## src/rtl/sfp_pkg.sv

```systemverilog
// Package: shared types for the synchronous parallel FIFO port.
// Assumes: strobes from the host are active low and already synchronous
// to the forwarded port clock.
package sfp_pkg;

    // Smallest legal divide of the core clock into the port clock.
    localparam int unsigned SFP_MIN_DIV = 2;

    // Host strobes as sampled by the block.
    typedef struct packed {
        logic oe_n;
        logic rd_n;
        logic wr_n;
    } host_strobe_t;

endpackage

```

## src/rtl/sfp_clk_div.sv

```systemverilog
// Module: sfp_clk_div
// Divides the core clock by DIV into a forwarded port clock with an even
// duty cycle. It also gives a one-cycle 'tick' marking the core edge at
// which the port clock rises. Every port register advances only on that edge.
// Assumes: DIV is even and at least 2.
module sfp_clk_div #(
    parameter int unsigned DIV = 2
) (
    input  logic clk,
    input  logic rst_n,
    output logic port_clk,
    output logic tick
);
    localparam int unsigned CW = $clog2(DIV);
    localparam logic [CW-1:0] LAST = CW'(DIV - 1);
    localparam logic [CW-1:0] HALF = CW'(DIV / 2);

    logic [CW-1:0] cnt_q;
    logic [CW-1:0] cnt_nxt;
    logic          clk_q;

    assign tick     = (cnt_q == LAST);
    assign cnt_nxt  = tick ? '0 : cnt_q + 1'b1;
    assign port_clk = clk_q;

    // Phase counter and registered port clock level.
    always_ff @(posedge clk) begin
        if (!rst_n) begin
            cnt_q <= '0;
            clk_q <= 1'b0;
        end else begin
            cnt_q <= cnt_nxt;
            clk_q <= (cnt_nxt < HALF);
        end
    end

    AST_RISE_ONLY_AT_TICK: assert property (@(posedge clk) disable iff (!rst_n)
        $rose(clk_q) |-> $past(tick));
    AST_HIGH_AFTER_TICK: assert property (@(posedge clk) disable iff (!rst_n)
        tick |=> clk_q);

endmodule

```

## src/rtl/sfp_rd_path.sv

```systemverilog
// Module: sfp_rd_path
// Read side. Holds one prefetched byte in an output register. It refills
// the register from the receive queue at the same port edge that a read
// consumes it, and shows the register's valid bit on the receive-ready flag.
// Assumes: 'tick' is high for one core cycle per port clock.
module sfp_rd_path #(
    parameter int unsigned W = 8
) (
    input  logic         clk,
    input  logic         rst_n,
    input  logic         tick,
    input  logic         oe_n,
    input  logic         rd_n,
    input  logic         rx_valid,
    input  logic [W-1:0] rx_data,
    output logic         rx_ready,
    output logic         rxf_n,
    output logic [W-1:0] rd_q
);
    logic vld_q;
    logic rd_xfer;
    logic slot_free;
    logic load;

    assign rd_xfer   = tick && vld_q && !oe_n && !rd_n;
    assign slot_free = !vld_q || rd_xfer;
    assign rx_ready  = tick && slot_free;
    assign load      = rx_ready && rx_valid;
    assign rxf_n     = !vld_q;

    // Valid bit of the prefetch register.
    always_ff @(posedge clk) begin
        if (!rst_n) begin
            vld_q <= 1'b0;
        end else if (load) begin
            vld_q <= 1'b1;
        end else if (rd_xfer) begin
            vld_q <= 1'b0;
        end
    end

    // Prefetch data register.
    always_ff @(posedge clk) begin
        if (!rst_n) begin
            rd_q <= '0;
        end else if (load) begin
            rd_q <= rx_data;
        end
    end

    AST_REFILL_SAME_EDGE: assert property (@(posedge clk) disable iff (!rst_n)
        (rd_xfer && rx_valid) |=> !rxf_n);
    AST_LAST_BYTE_FLAG: assert property (@(posedge clk) disable iff (!rst_n)
        (rd_xfer && !rx_valid) |=> rxf_n);
    AST_RD_HOLD_OFF_TICK: assert property (@(posedge clk) disable iff (!rst_n)
        !tick |=> ($stable(rxf_n) && $stable(rd_q)));
    AST_NO_READ_WITHOUT_OE: assert property (@(posedge clk) disable iff (!rst_n)
        (tick && oe_n && vld_q) |=> (!rxf_n && $stable(rd_q)));

endmodule

```

## src/rtl/sfp_wr_path.sv

```systemverilog
// Module: sfp_wr_path
// Write side. A DEPTH-entry skid buffer takes host bytes at port edges and
// drains them into the transmit queue on any core cycle. The transmit-space
// flag is recomputed at every port edge from the count that edge leaves, so
// a burst stops exactly when the buffer fills.
// Assumes: DEPTH >= 2; a low read strobe always blocks a write.
module sfp_wr_path #(
    parameter int unsigned W     = 8,
    parameter int unsigned DEPTH = 2
) (
    input  logic         clk,
    input  logic         rst_n,
    input  logic         tick,
    input  logic         rd_n,
    input  logic         wr_n,
    input  logic [W-1:0] wdata,
    input  logic         tx_ready,
    output logic         tx_valid,
    output logic [W-1:0] tx_data,
    output logic         txe_n
);
    localparam int unsigned AW   = $clog2(DEPTH);
    localparam int unsigned CNTW = $clog2(DEPTH + 1);
    localparam logic [CNTW-1:0] FULL = CNTW'(DEPTH);

    logic [W-1:0]    mem_q [DEPTH];
    logic [AW-1:0]   wp_q;
    logic [AW-1:0]   rp_q;
    logic [CNTW-1:0] cnt_q;
    logic [CNTW-1:0] cnt_nxt;
    logic            txe_q;
    logic            push;
    logic            pop;

    function automatic logic [AW-1:0] bump(input logic [AW-1:0] p);
        return (p == AW'(DEPTH - 1)) ? '0 : p + 1'b1;
    endfunction

    assign push     = tick && !txe_q && !wr_n && rd_n;
    assign pop      = (cnt_q != '0) && tx_ready;
    assign cnt_nxt  = cnt_q + CNTW'(push) - CNTW'(pop);
    assign tx_valid = (cnt_q != '0);
    assign tx_data  = mem_q[rp_q];
    assign txe_n    = txe_q;

    // Skid storage, written only on an accepted host byte.
    always_ff @(posedge clk) begin
        if (push) begin
            mem_q[wp_q] <= wdata;
        end
    end

    // Pointers and occupancy.
    always_ff @(posedge clk) begin
        if (!rst_n) begin
            wp_q  <= '0;
            rp_q  <= '0;
            cnt_q <= '0;
        end else begin
            if (push) wp_q <= bump(wp_q);
            if (pop)  rp_q <= bump(rp_q);
            cnt_q <= cnt_nxt;
        end
    end

    // Transmit-space flag, updated only at port edges.
    always_ff @(posedge clk) begin
        if (!rst_n) begin
            txe_q <= 1'b1;
        end else if (tick) begin
            txe_q <= (cnt_nxt == FULL);
        end
    end

    AST_NO_OVERFLOW: assert property (@(posedge clk) disable iff (!rst_n)
        cnt_q <= FULL);
    AST_ROOM_WHEN_TXE_LOW: assert property (@(posedge clk) disable iff (!rst_n)
        !txe_q |-> (cnt_q < FULL));
    AST_READ_BLOCKS_WRITE: assert property (@(posedge clk) disable iff (!rst_n)
        (tick && !rd_n) |=> (cnt_q <= $past(cnt_q)));
    AST_TXE_HOLD_OFF_TICK: assert property (@(posedge clk) disable iff (!rst_n)
        !tick |=> $stable(txe_q));

endmodule

```

## src/rtl/sfp_port.sv

```systemverilog
// Module: sfp_port (top)
// Device side of a clocked 8-bit parallel FIFO port: clock divider, read
// prefetch path and write skid path. The pad ring forms the bidirectional
// bus from d_out / d_oe / d_in.
// Assumes: host strobes meet setup to the rising edge of port_clk.
module sfp_port #(
    parameter int unsigned DATA_W   = 8,
    parameter int unsigned CLK_DIV  = 2,
    parameter int unsigned WR_DEPTH = 2
) (
    input  logic              clk,
    input  logic              rst_n,
    output logic              port_clk,
    input  logic              oe_n,
    input  logic              rd_n,
    input  logic              wr_n,
    output logic              rxf_n,
    output logic              txe_n,
    input  logic [DATA_W-1:0] d_in,
    output logic [DATA_W-1:0] d_out,
    output logic              d_oe,
    input  logic              rx_valid,
    input  logic [DATA_W-1:0] rx_data,
    output logic              rx_ready,
    output logic              tx_valid,
    output logic [DATA_W-1:0] tx_data,
    input  logic              tx_ready
);
    import sfp_pkg::*;

    localparam int unsigned DIV_USED = (CLK_DIV < SFP_MIN_DIV) ? SFP_MIN_DIV : CLK_DIV;

    host_strobe_t strb;
    logic         tick;

    assign strb = '{oe_n: oe_n, rd_n: rd_n, wr_n: wr_n};

    // Bus turnaround: drive only while the host enables output.
    assign d_oe = !strb.oe_n;

    sfp_clk_div #(.DIV(DIV_USED)) u_div (
        .clk      (clk),
        .rst_n    (rst_n),
        .port_clk (port_clk),
        .tick     (tick)
    );

    sfp_rd_path #(.W(DATA_W)) u_rd (
        .clk      (clk),
        .rst_n    (rst_n),
        .tick     (tick),
        .oe_n     (strb.oe_n),
        .rd_n     (strb.rd_n),
        .rx_valid (rx_valid),
        .rx_data  (rx_data),
        .rx_ready (rx_ready),
        .rxf_n    (rxf_n),
        .rd_q     (d_out)
    );

    sfp_wr_path #(.W(DATA_W), .DEPTH(WR_DEPTH)) u_wr (
        .clk      (clk),
        .rst_n    (rst_n),
        .tick     (tick),
        .rd_n     (strb.rd_n),
        .wr_n     (strb.wr_n),
        .wdata    (d_in),
        .tx_ready (tx_ready),
        .tx_valid (tx_valid),
        .tx_data  (tx_data),
        .txe_n    (txe_n)
    );

    AST_QUIET_IN_RESET: assert property (@(posedge clk)
        !rst_n |=> (rxf_n && txe_n && !port_clk && !rx_ready && !tx_valid));

endmodule

```

## config.mk

```make
export PLATFORM = sky130hd
export DESIGN_NAME = sfp_port
export DESIGN_NICKNAME = d
export VERILOG_FILES = /design/src/rtl/sfp_pkg.sv /design/src/rtl/sfp_clk_div.sv /design/src/rtl/sfp_rd_path.sv /design/src/rtl/sfp_wr_path.sv /design/src/rtl/sfp_port.sv
export SDC_FILE = /design/constraint.sdc
export NUM_CORES = 1
export LEC_CHECK = 0
export BUFFER_PORTS_ARGS = -buffer_cell sky130_fd_sc_hd__buf_4
export CAP_MARGIN = 20
export CORE_MARGIN = 2
export CORE_UTILIZATION = 40
export CTS_CLUSTER_DIAMETER = 50
export DETAILED_ROUTE_END_ITERATION = 8
export PLACE_DENSITY_LB_ADDON = 0.15
export SKIP_CTS_REPAIR_TIMING = 1
export SLEW_MARGIN = 20
export SYNTH_ARGS = -nofsm -noshare
export SYNTH_HDL_FRONTEND = slang
export SYNTH_HIERARCHICAL = 1
export SYNTH_SLANG_ARGS = --single-unit
```

## constraint.sdc

```tcl
create_clock -name clk -period 3.86 [get_ports clk]
set_clock_uncertainty 0.1 [all_clocks]
set_input_delay 0 -clock clk [delete_from_list [all_inputs] [get_ports clk]]
set_output_delay 0 -clock clk [all_outputs]
set_load 0.02 [all_outputs]
```

==> impl_metrics.yaml <==
run_status:
  status: "finished, final reports clean"
yosys:
  synth-compound-area-share: 0.0320
  synth_edf_count: 16
  netlist_instances: 102
  yosys.cell_types.count: 26
  ys_ff_latch: 33
  synthMuxAreaShare: 0.128
  synthFlopType: "dfxtp_1"
  ys_seq_area_frac: 0.618
  synth-simple-area-share: 0.143
  synth_xor_area_frac: 0.0198
  syn_nets: 127
  synthAdderAreaFrac: 0.0189
  syn-mean-instance-area_um2: 13.0
  syn_area_mm2: 0.00133
  synth_top_family_by_area: "simple AND/OR/NAND/NOR gates"
  synth-async-reset-ratio: 0
  yosysWarnings: 6
timing:
  finalSetupTns_ns: 0
  slew_violations: 0
  fin_crit_ns: 1.99
  setup_viol: 0
  finalCritPeriodShare: 0.515
  hold_ws_ns: 0.0229
  slew_headroom: 0.494
  worst_pin_slew_ns: 0.756
  max_freq_mhz: 503
  rsz0062_at_grt: "no"
  finalHoldViolCount: 0
setup_path:
  cp.required_ns: 4.03
  cpMaxStageDelayCell: "dlygate4sd3_1"
  crit_path_end_kind: "flip-flop"
  crit_path_max_incr_delay_ns: 0.57
  cp_max_fo: 25
  crit_path_cell_trace: "dlygate4sd3_1 -> buf_4 -> nand2_1 -> dlygate4sd3_1 -> mux2i_1 -> dlygate4sd3_1"
  setup.worst_path.class: "in2reg"
  crit_path_frequent_cell: "dlygate4sd3_1"
  cp-start-kind: "input port"
  worstPathArrival_ns: 2.16
placement:
  place_area_mm2: 0.00168
  gp_congestion: 0.634
  dp_hpwl_mm: 1.69
  io_buffers: 44
  place_inst: 186
layout:
  diodes: 0
  final_common_cell: "buf_4"
  drive_above_1_share: 0.362
  stdcell_count: 229
  final_cell_area_mm2: 0.00208
  final_cell_mix: "44 x buf_4, 35 x dlygate4sd3_1, 17 x dfxtp_1"
  layout.nets: 209
  fillers: 266
  multi_input_area_um2: 454
  syn_to_final_growth_pct: 57.0
  ff_latch_area_um2: 821
grt:
  grt_max_degree: 26
  grt_pass1_vias: 843
  grt_pass1_wl_mm: 3.64
  grt_overflow: 0
  antenna_found_initial: 0
  grtUsageTotal: 0.138
detailed_routing:
  vias: 1021
  wl_per_cell_um: 12.9
  ant_nets: 0
  drt-total-wl_mm: 2.96
  vias_per_cell: 4.46
  first_pass_iters: 2
  drc: 0
  drt_iter0_drc: 13
floorplanning:
  die_w_um: 61.6
  fp.dieH_um: 61.6
  boundaryPins: 45
  die-area_mm2: 0.00380
  rows: 20
  core_mm2: 0.00310
  start_util: 0.428
clock_tree:
  cts.sinks: 33
  cts_buffers: 5
  cts_root_buf: "clkbuf_4"
  htreeDepth: 2
  clk_path_buf_depth: 2
  cts_tree: "done"
  clk_pin_slew_ns: 0.10
  clk_latency_ns: 0.32
hold_path:
  hold_class: "in2reg"
power:
  p_per_area_mw_per_mm2: 409
  leakage_uw: 0.000881
  peakVddDrop_mv: 0.412
  p_total_uw: 853
flow_run:
  maxCapViolations: 0
==> per-layer routing <==
layer / up-vias / track usage / routed length, um
li1: 504 / - / -
met1: 489 / 0.155 / 1130
met2: 26 / 0.224 / 1690
met3: 2 / 0.0630 / 118
met4: 0 / 0.0638 / 21
met5: - / 0 / 0
==> state kept, by name (all words and copies together), names as in the netlist, named ones only <==
name and cells:
u_wr/rp_q 1, u_rd/vld_q 1, u_div/port_clk 1, u_wr/mem_q 16
u_wr/wp_q 1, u_wr/txe_n 1, u_rd/rd_q 8, u_div/tick 1
u_wr/cnt_q 2
==> cell families (layout without fill, tap and decap cells) <==
group	count (synthesis)	after routing
flip-flops	33	33
AND/OR/NAND/NOR	32	32
multiplexers	16	16
buffers and inverters	10	93
AO/OA/AOI/OAI	6	6
XOR/XNOR	3	3
adder cells (fa/ha/maj)	2	2
==> where the power goes <==
part	switching [uW]	leakage [uW]	total, uW	internal (uW)
sequential	27.1	0.000283	420	393
clock	108	0.0000320	177	69.3
combinational	111	0.000566	256	144
==> area by class of cell <==
class                           instances  share of cell area
Multi-Input combinational cell         59               0.218
Timing Repair Buffer                   79               0.327
Clock inverter                          2             0.00480
Inverter                                6              0.0108
Clock buffer                            6              0.0198
Tap cell                               44              0.0264
Sequential cell                        33               0.394
==> synth_stat cells, types with 2 or more instances <==
cell       n  area share
mux2_2     8       0.068
and2_2     2       0.011
mux2i_1    8       0.060
edfxtp_1  16        0.36
ha_1       2       0.019
inv_1      6       0.017
o21a_1     2       0.011
xnor2_1    3       0.020
dfxtp_1   17        0.26
nor2b_1    2      0.0094
nand2_1   16       0.045
buf_2      3       0.011
and2_1     3       0.014
nor2_1     2      0.0057
==> path summary, 6_finish.rpt <==
check | from | end | slack, ns | cells past startpoint
setup / recovery | rst_n | u_rd/rd_q[0] | 1.87 | 6
hold / removal | tx_ready | flip-flop | 0.02 | 4
setup reg to reg | u_div/tick | u_rd/rd_q[0] | 1.93 | 4
hold reg to reg | u_wr/rp_q | flip-flop | 0.46 | 2
==> worst max-delay path: cells and delay by family <==
| family | cells | cell delay (ns) |
|---|---|---|
| buffers and inverters | 4 | 1.91 |
| muxes | 1 | 0.17 |
| and+or+nand+nor | 1 | 0.08 |
==> metrics by stage <==
step	utilization	setup slack (ns)
2_1_floorplan	-	2.11
3_3_place_gp	0.542	2.05
3_5_place_dp	0.542	1.99
4_1_cts	0.559	1.96
5_1_grt	0.672	1.81
6_report	0.672	1.87
(Power assumes the default switching activity.)
